$ cat config.mk
export PLATFORM = sky130hd
export DESIGN_NAME = almirq_ctrl
export DESIGN_NICKNAME = d
export VERILOG_FILES = /design/src/rtl/almirq_pkg.sv /design/src/rtl/almirq_sync.sv /design/src/rtl/almirq_regs.sv /design/src/rtl/almirq_irq.sv /design/src/rtl/almirq_ctrl.sv
export SDC_FILE = /design/constraint.sdc
export NUM_CORES = 1
export LEC_CHECK = 0
export BUFFER_PORTS_ARGS = -buffer_cell sky130_fd_sc_hd__clkbuf_2
export CORE_AREA = 4 4 41 43
export CTS_BUF_LIST = sky130_fd_sc_hd__clkbuf_8
export DETAILED_ROUTE_END_ITERATION = 8
export DIE_AREA = 0 0 45 47
export PLACE_DENSITY = 0.58
export SYNTH_ARGS = -nofsm -noshare
export SYNTH_HDL_FRONTEND = slang
export SYNTH_SLANG_ARGS = --single-unit
$ cat constraint.sdc
create_clock -name clk -period 2.8 [get_ports clk]
set_input_delay 0.84 -clock clk [delete_from_list [all_inputs] [get_ports clk]]
set_output_delay 0.84 -clock clk [all_outputs]
set_load 0.01 [all_outputs]
$ cat src/rtl/almirq_pkg.sv
package almirq_pkg;
  localparam int REG_DW = 8;
  localparam int REG_AW = 2;

  localparam logic [REG_AW-1:0] ADR_CTRL  = 2'd0;
  localparam logic [REG_AW-1:0] ADR_BLKEN = 2'd1;
  localparam logic [REG_AW-1:0] ADR_STAT  = 2'd2;
  localparam logic [REG_AW-1:0] ADR_AEN   = 2'd3;

  localparam int B_ROR   = 0;  // control: clear-on-read select
  localparam int B_BLKEN = 1;  // block enable
  localparam int B_CHG   = 2;  // sticky change flag / its enable
  localparam int B_LIVE  = 6;  // live alarm level
endpackage

$ cat src/rtl/almirq_sync.sv
module almirq_sync #(
  parameter int STAGES = 2
) (
  input  logic clk,
  input  logic rst_n,
  input  logic async_i,
  output logic level_o,
  output logic change_o
);
  logic [STAGES-1:0] chain;
  logic              prev;

  always_ff @(posedge clk or negedge rst_n) begin
    if (!rst_n) begin
      chain <= '0;
      prev  <= 1'b0;
    end else begin
      chain <= {chain[STAGES-2:0], async_i};
      prev  <= chain[STAGES-1];
    end
  end

  assign level_o  = chain[STAGES-1];
  assign change_o = chain[STAGES-1] ^ prev;

  // a detected change is followed by the edge memory taking the new level
  assert_edge_mem_R3: assert property (@(posedge clk) disable iff (!rst_n)
    change_o |=> (prev != $past(prev)));
endmodule

$ cat src/rtl/almirq_regs.sv
module almirq_regs
  import almirq_pkg::*;
(
  input  logic              clk,
  input  logic              rst_n,
  input  logic              wr_i,
  input  logic              rd_i,
  input  logic [REG_AW-1:0] addr_i,
  input  logic [REG_DW-1:0] wdata_i,
  input  logic              live_i,
  input  logic              change_i,
  output logic [REG_DW-1:0] rdata_o,
  output logic              sticky_o,
  output logic              aen_o,
  output logic              ben_o
);
  logic ror_q, ben_q, aen_q, sticky_q;
  logic stat_sel, clr_wr, clr_rd, clr_any;

  assign stat_sel = (addr_i == ADR_STAT);
  assign clr_wr   = wr_i && stat_sel && wdata_i[B_CHG] && !ror_q;
  assign clr_rd   = rd_i && stat_sel && ror_q;
  assign clr_any  = clr_wr || clr_rd;

  always_ff @(posedge clk or negedge rst_n) begin
    if (!rst_n) begin
      ror_q <= 1'b0;
      ben_q <= 1'b0;
      aen_q <= 1'b0;
    end else if (wr_i) begin
      unique case (addr_i)
        ADR_CTRL:  ror_q <= wdata_i[B_ROR];
        ADR_BLKEN: ben_q <= wdata_i[B_BLKEN];
        ADR_AEN:   aen_q <= wdata_i[B_CHG];
        default:   ;
      endcase
    end
  end

  always_ff @(posedge clk or negedge rst_n) begin
    if (!rst_n) sticky_q <= 1'b0;
    else        sticky_q <= change_i | (sticky_q & ~clr_any);
  end

  always_comb begin
    rdata_o = '0;
    unique case (addr_i)
      ADR_CTRL:  rdata_o[B_ROR]   = ror_q;
      ADR_BLKEN: rdata_o[B_BLKEN] = ben_q;
      ADR_STAT: begin
        rdata_o[B_CHG]  = sticky_q;
        rdata_o[B_LIVE] = live_i;
      end
      default:   rdata_o[B_CHG]   = aen_q;
    endcase
  end

  assign sticky_o = sticky_q;
  assign aen_o    = aen_q;
  assign ben_o    = ben_q;

  assert_change_sets_R3: assert property (@(posedge clk) disable iff (!rst_n)
    change_i |=> sticky_q);
  assert_set_beats_clear_R7: assert property (@(posedge clk) disable iff (!rst_n)
    (change_i && (wr_i || rd_i) && stat_sel) |=> sticky_q);
  assert_read_clears_R5: assert property (@(posedge clk) disable iff (!rst_n)
    (ror_q && rd_i && stat_sel && !change_i) |=> !sticky_q);
  assert_hold_w1c_R6: assert property (@(posedge clk) disable iff (!rst_n)
    (!ror_q && sticky_q && !(wr_i && stat_sel && wdata_i[B_CHG])) |=> sticky_q);
endmodule

$ cat src/rtl/almirq_irq.sv
module almirq_irq (
  input  logic clk,
  input  logic rst_n,
  input  logic sticky_i,
  input  logic aen_i,
  input  logic ben_i,
  output logic irq_o
);
  always_ff @(posedge clk or negedge rst_n) begin
    if (!rst_n) irq_o <= 1'b0;
    else        irq_o <= sticky_i & aen_i & ben_i;
  end

  assert_alarm_gate_R1: assert property (@(posedge clk) disable iff (!rst_n)
    !aen_i |=> !irq_o);
  assert_block_gate_R2: assert property (@(posedge clk) disable iff (!rst_n)
    !ben_i |=> !irq_o);
  assert_quiet_flag_R8: assert property (@(posedge clk) disable iff (!rst_n)
    !sticky_i |=> !irq_o);
endmodule

$ cat src/rtl/almirq_ctrl.sv
module almirq_ctrl
  import almirq_pkg::*;
#(
  parameter int SYNC_STAGES = 2
) (
  input  logic              clk,
  input  logic              rst_n,
  input  logic              alarm_in,
  input  logic              reg_wr,
  input  logic              reg_rd,
  input  logic [REG_AW-1:0] reg_addr,
  input  logic [REG_DW-1:0] reg_wdata,
  output logic [REG_DW-1:0] reg_rdata,
  output logic              irq_o
);
  logic live, change, sticky, aen, ben;

  almirq_sync #(.STAGES(SYNC_STAGES)) u_sync (
    .clk(clk), .rst_n(rst_n), .async_i(alarm_in),
    .level_o(live), .change_o(change)
  );

  almirq_regs u_regs (
    .clk(clk), .rst_n(rst_n), .wr_i(reg_wr), .rd_i(reg_rd),
    .addr_i(reg_addr), .wdata_i(reg_wdata), .live_i(live),
    .change_i(change), .rdata_o(reg_rdata), .sticky_o(sticky),
    .aen_o(aen), .ben_o(ben)
  );

  almirq_irq u_irq (
    .clk(clk), .rst_n(rst_n), .sticky_i(sticky), .aen_i(aen),
    .ben_i(ben), .irq_o(irq_o)
  );
endmodule

==> impl_results.md, run 1 <==
- Outcome: finished clean
- Global route overflow: 0
- Total Routing Usage GR: 8.685%
- Power density cells: 662.4 nW/um^2
- WS Path Type: in -> out
- Crit Path Max Fanout: 7
- Wire length on met2: 392 um
- Sequential area share after synthesis: 53.33%
- CTS tree: yes
- Met3 Wirelength: 89 um
- Yosys warning count: 0
- Inserted Clock Buffers: 3
- Max-slew violation total from the final report: 0
- Largest delay share family, worst path: buffers and inverters
- Worst path max stage delay: 0.20 ns
- Synth Register Bits: 8
- RSZ-0062 raised after global routing: false
- Post-Synthesis Cells: 31
- Setup TNS: 0 ns
- CP Launch Type: input pin
- 1st-iter DRT viols: 4
- DP Wirelength: 604.1 um
- I/O Buffers: 14
- Num ports: 24
- Worst vdd ir: 0.3718 mV
- Area contributors post-synth: dfrtp_1 53%, mux2_2 9.0%, buf_4 8.0%
- CTS clk-pin slew, worst paths: 0.04 ns
- Buf+Inv Stages, Crit Path: 2
- Clk_lat worst skew: 0.23 ns
- Max_cap viols: 0
- Post-CTS sizing: 0
- First-pass GRT wire length: 1248 um
- Number of diodes: 0
- Die height: 47 um
- Required @ worst endpoint: 1.96 ns
- Setup crit end kind: primary output
- Final setup violating endpoints: 0
- Slowest-stage cell, CP: mux2i_1
- Mean post-synth cell area: 12.11 sq um
- Final worst path period share: 79.36%
- Via Count: 287
- 1st-pass router iterations: 2
- Area of the die: 2115 sq um
- Clock skew: 0.0007336 ns
- Htree depth: 1
- DR top layer: met4
- Clock sink total: 8
- Final nets: 64
- Crit-path most repeated cell: clkbuf_2
- Hold Path Class: reg -> reg
- Initial Util: 28.85%
- Cell Rows: 13
- Maximum clock frequency: 450.0 MHz
- Post-route cell area: 486.7 sq um
- DRC: 0
- Post-route ant nets: 0
- Hold Fails Final Rpt: 0
- Area after DPL: 445.4 sq um
- Chip width: 45 um
- Mapped Area: 375.4 sq um
- Hold-fix buffers, CTS: 0
- Layout cells sized above 1: 44.68%
- CTS root buffer: clkbuf_8
- Static Leak: 0.0002448 uW
- Setup bufs post-CTS: 0
- Number of fill cells: 147
- Area occupied by multi-input gates: 152.6 sq um
- Routed vias/inst: 4.629
- Reg area: 200.2 sq um
- Pin count of the biggest net entering global routing: 9
- Yosys top cell area share: 53.33%
- Vias in the first global route: 283
- Critical-path cell list: clkbuf_2, mux2i_1, nor2b_1, clkbuf_2
- CTS max path bufs: 2
- Initial antenna violation count: 0
- Area delta synth->final: 29.67%
- DRT Wirelength: 755 um
- WL/cell: 12.18 um
- GP Congestion: 0.6809
- Yosys cell types: 17
- M1 wire length: 263 um
- Final Critical Period: 2.222 ns
- Core area: 1301 sq um
- Crit path DAT: 1.38 ns
- Largest area contributor in the netlist: dfrtp_1
## synthesized netlist by cell type
| cell | number |
|---|---|
| a21boi_0 | 1 |
| a221o_1 | 1 |
| and3_1 | 1 |
| and3b_2 | 1 |
| buf_4 | 4 |
| conb_1 | 1 |
| dfrtp_1 | 8 |
| inv_1 | 1 |
| mux2_2 | 3 |
| mux2i_1 | 1 |
| nand2b_1 | 1 |
| nand3_1 | 1 |
| nand3b_1 | 2 |
| nor2_1 | 1 |
| nor2b_1 | 1 |
| nor3b_1 | 2 |
| xor2_1 | 1 |
## final timing paths
| check | startpoint | end | slack (ns) | depth (start not counted) |
|---|---|---|---|---|
| max | reg_addr[0] | reg_rdata[2] | 0.58 | 4 |
| min | u_sync.chain[0] | u_sync.chain[1] | 0.35 | 0 |
| max reg2reg | u_regs.sticky_o | u_regs.sticky_o | 1.82 | 2 |
| min reg2reg | u_sync.chain[0] | u_sync.chain[1] | 0.35 | 0 |
| max in group asynchronous | rst_n | u_regs.ror_q | 2.17 | 1 |
| min in group asynchronous | rst_n | u_regs.ben_o | 0.45 | 1 |
## area by class of cell
class / count / area share (%)
Clock buffer: 3 / 8.483
Inverter: 1 / 0.7712
Multi-Input combinational cell: 21 / 31.36
Sequential cell: 8 / 41.13
Tap cell: 15 / 3.856
Timing Repair Buffer: 14 / 14.40
## stage by stage
step	setup slack [ns]	hold WS [ns]	instances	power, uW	utilization, %
2_1_floorplan	0.7994	0.3312	34	168.3	-
3_3_place_gp	0.5741	0.3343	59	185.4	34.23
3_5_place_dp	0.5746	0.3472	59	187.5	34.23
4_1_cts	0.5723	0.3563	62	326.3	37.40
5_1_grt	0.5179	0.3710	62	341.2	37.40
6_report	0.5779	0.3539	62	322.4	37.40
## flip-flops by register name, indices dropped and copies added, names as in the netlist
signal,count
u_sync.chain,2
u_irq.irq_o,1
u_regs.aen_o,1
u_regs.ben_o,1
u_regs.ror_q,1
u_regs.sticky_o,1
u_sync.prev,1
## kinds of logic after synthesis
group / after synthesis / share of synthesized area [%]
compound gates: 2 / 4.668
xor+xnor: 1 / 2.334
buf+inv: 5 / 8.999
flops: 8 / 53.33
mux: 4 / 11.67
other cells: 1 / 0.9990
simple gates: 10 / 18.00
## worst reg2reg max path, cell delays in order, from the launching register on
cell and delay, ns:
dfrtp_1 0.40, a21boi_0 0.14, a221o_1 0.32
## power by group
part / internal, uW / switching, uW
Combinational: 24.3 / 21.6
Clock: 93.0 / 44.2
Sequential: 130 / 9.19
## cell usage in the layout, fill, tap and decap left out
cell,n
clkbuf_2,14
dfrtp_1,8
conb_1,4
mux2_2,3
clkbuf_8,3
nand3b_1,2
nor3b_1,2
and3_1,1
nand2b_1,1
a21boi_0,1
xor2_1,1
a221o_1,1
and3b_2,1
inv_1,1
nor2_1,1
nand3_1,1
mux2i_1,1
nor2b_1,1
## layer usage
metal	global-route usage, %	up-vias
met2	14.12	15
li1	-	130
met3	3.831	2
met1	9.324	140
met5	0	-
met4	5.263	0
No activity file was read; power rests on OpenSTA's default activity.
==> run 2: changes to the inputs <==
--- a/config.mk
+++ b/config.mk
@@ -5,12 +5,13 @@
 export SDC_FILE = /design/constraint.sdc
 export NUM_CORES = 1
 export LEC_CHECK = 0
+export ABC_AREA = 1
 export BUFFER_PORTS_ARGS = -buffer_cell sky130_fd_sc_hd__clkbuf_2
 export CORE_AREA = 4 4 41 43
 export CTS_BUF_LIST = sky130_fd_sc_hd__clkbuf_8
 export DETAILED_ROUTE_END_ITERATION = 8
 export DIE_AREA = 0 0 45 47
-export PLACE_DENSITY = 0.58
+export PLACE_DENSITY = 0.59
 export SYNTH_ARGS = -nofsm -noshare
 export SYNTH_HDL_FRONTEND = slang
 export SYNTH_SLANG_ARGS = --single-unit
==> constraint.sdc (replaced) <==
create_clock -name clk -period 2.1 [get_ports clk]
set_input_delay 0.63 -clock clk [delete_from_list [all_inputs] [get_ports clk]]
set_output_delay 0.63 -clock clk [all_outputs]
set_load 0.01 [all_outputs]
==> impl_results.md, run 2 <==
- Hold Fails Final Rpt: 0 (unchanged)
- Yosys warning count: 0 (unchanged)
- GP Congestion: 0.7827 (+15%)
- Crit path from: reg_addr[1]
- Mean post-synth cell area: 8.119 sq um (-33%)
- Area delta synth->final: 29.18%
- Final worst path period share: 87.78%
- DP Wirelength: 579 um (-4.2%)
- Crit Path Max Fanout: 5 (-2)
- Chip width: 45 um (unchanged)
- Asr flop ratio synth: 100.0% (unchanged)
- Setup crit end kind: primary output
- Routed vias/inst: 4.192 (-9.4%)
- Clock skew: 0.001999 ns (+0.001265 ns)
- Cell Rows: 13 (unchanged)
- Commonest non-fill, non-tap cell in the layout: clkbuf_2
- Sequential area share after synthesis: 52.46% (-0.87 points)
- 1st-pass router iterations: 3 (+1)
- Worst vdd ir: 0.2967 mV (-20%)
- CTS max path bufs: 2 (unchanged)
- Number of diodes: 0 (unchanged)
- Most frequent cells in the layout: 14 x clkbuf_2, 10 x nand2_1, 8 x inv_1, 8 x dfrtp_1, 5 x nand3_1
- CP Launch Type: input pin
- Worst Hold Slack: 0.2451 ns (-0.1087 ns)
- Layout cells sized above 1: 30.16% (-15 points)
- First-pass GRT wire length: 1138 um (-8.8%)
- WS Path Type: in -> out
- I/O Buffers: 14 (unchanged)
- Setup bufs post-CTS: 0 (unchanged)
- Largest area contributor in the netlist: dfrtp_1
- Crit path DAT: 1.21 ns (-0.17 ns)
- Clock sink total: 8 (unchanged)
- Static Leak: 0.0002835 uW (+16%)
- GRT met2 Usage: 9.605% (-4.5 points)
- Core area: 1301 sq um (unchanged)
- Placed cells: 75 (+27%)
- Outcome: finished clean
- Clk_lat worst skew: 0.22 ns (about the same)
- CTS clk-pin slew, worst paths: 0.04 ns (about the same)
- Post-Synthesis Cells: 47 (+52%)
- Hold-fix buffers, CTS: 0 (unchanged)
- Global routing's busiest layer: met1
- GRT met3 Usage: 3.448% (-0.38 points)
- 1st-iter DRT viols: 7 (+3)
- Via Count: 327 (+14%)
- Yosys top cell area share: 52.46% (-0.87 points)
- Reg2reg path depth: 5 (+3)
- Top-count cell post-synth: nand2_1
- Post-route ant nets: 0 (unchanged)
- Initial Util: 29.33% (+0.48 points)
- Max-slew violation total from the final report: 0 (unchanged)
- Synth cell count leaders: 10 x nand2_1, 8 x dfrtp_1, 8 x inv_1
- Max reg flops: 2 (unchanged)
- Required @ worst endpoint: 1.47 ns (-0.49 ns)
- DRT Wirelength: 693 um (-8.2%)
- Hold Path Class: in -> async
- Mapped Area: 381.6 sq um (+1.7%)
- R2R Path Start: u_regs.ror_q
- Max_cap viols: 0 (unchanged)
- Htree depth: 1 (unchanged)
- Critical-path cell list: clkbuf_2, inv_2, nor2_2, inv_1, nor2_1, clkbuf_2
- Yosys cell types: 13 (-4)
- CTS tree: yes
- Final Non-Filler Cells: 78 (+26%)
- Largest Register: u_sync.chain
- Area after DPL: 451.7 sq um (+1.4%)
- Worst path max stage delay: 0.14 ns (-0.06 ns)
- Num ports: 24 (unchanged)
- Total Routing Usage GR: 7.914% (-0.77 points)
- Top FF cell, synth: dfrtp_1
- CTS root buffer: clkbuf_8
- Pin count of the biggest net entering global routing: 9 (unchanged)
- Power density cells: 853.8 nW/um^2 (+29%)
- Area contributors post-synth: dfrtp_1 52%, nand2_1 9.8%, buf_4 7.9%
- Die height: 47 um (unchanged)
- Setup TNS: 0 ns (unchanged)
- Final setup violating endpoints: 0 (unchanged)
- Post-CTS sizing: 0 (unchanged)
- RSZ-0062 raised after global routing: false
- Number of flops mapped to enable cells by yosys: 0 (unchanged)
- Inserted Clock Buffers: 3 (unchanged)
- Area of the die: 2115 sq um (unchanged)
- Crit-path most repeated cell: clkbuf_2
- Global route overflow: 0 (unchanged)
- GR Util met1: 9.647% (+0.32 points)
- Maximum clock frequency: 542.5 MHz
- WL/cell: 8.885 um (-27%)
- Post-route cell area: 493.0 sq um (+1.3%)
- Vias in the first global route: 284 (+0.35%)
- Final Critical Period: 1.843 ns
- Final nets: 80 (+25%)
- DRC: 0 (unchanged)
- Synth Register Bits: 8 (unchanged)
- Slowest-stage cell, CP: clkbuf_2
- Initial antenna violation count: 0 (unchanged)
run 2: cell types whose count changed after synthesis, sizes merged, moves of 2 or more:
| cell | previous run | this run |
|---|---|---|
| mux2 | 3 | 0 |
| o21ai | 0 | 2 |
| nor2 | 1 | 4 |
| nand3 | 1 | 5 |
| nand3b | 2 | 0 |
| nor3 | 0 | 2 |
| nor3b | 2 | 0 |
| nand2 | 0 | 10 |
| inv | 1 | 9 |
run 2: cells by family (layout without fill, tap and decap cells):
family	count (synthesis)	in the layout	synth area share, %
compound gates	3	3	3.933
xor+xnor	1	1	2.296
buf+inv	13	26	16.72
flops	8	8	52.46
other cells	1	4	0.9827
simple gates	21	21	23.61
run 2: area by class of cell:
cell class | count | area, sq um
tap | 15 | 18.77
clock buffer | 3 | 41.29
inverter | 9 | 33.78
fill | 145 | 808.3
sequential | 8 | 200.2
timing repair buffer | 14 | 70.07
multi-input combinational | 29 | 128.9
run 2: where the power goes:
group          switching, uW  total, uW  internal (uW)
registers               9.16        181            172
logic                   36.5       61.1           24.5
clock network           55.1        179            124
run 2: worst paths after layout:
path / to / slack (ns)
worst min register to register: u_sync.chain[1] / 0.34
worst max register to register: u_regs.sticky_o / 1.32
min in group clk: u_sync.chain[1] / 0.34
worst max-delay path: reg_rdata[6] / 0.26
worst min-delay path: u_regs.ben_o / 0.25
max in group asynchronous: u_sync.chain[0] / 1.68
run 2: worst max-delay path: cells and delay by family:
kind                   cells  cell delay [ns]
AND/OR/NAND/NOR            2             0.20
buffers and inverters      4             0.39
run 2: through the flow:
stage,total power (uW),util [%],setup slack [ns]
finish,420.9,37.88,0.2566
global route,448.8,37.88,0.1981
CTS,430.1,37.88,0.2453
detailed placement,245.3,34.71,0.2444
global placement,244.3,34.71,0.2409
floorplan,221.7,-,0.5107
run 2: routing by layer:
| layer | vias up | share of wire (%) |
|---|---|---|
| met3 | 3 | 11 |
| met4 | 0 | 3.5 |
| li1 | 168 | - |
| met5 | - | 0 |
| met1 | 140 | 44 |
| met2 | 16 | 41 |
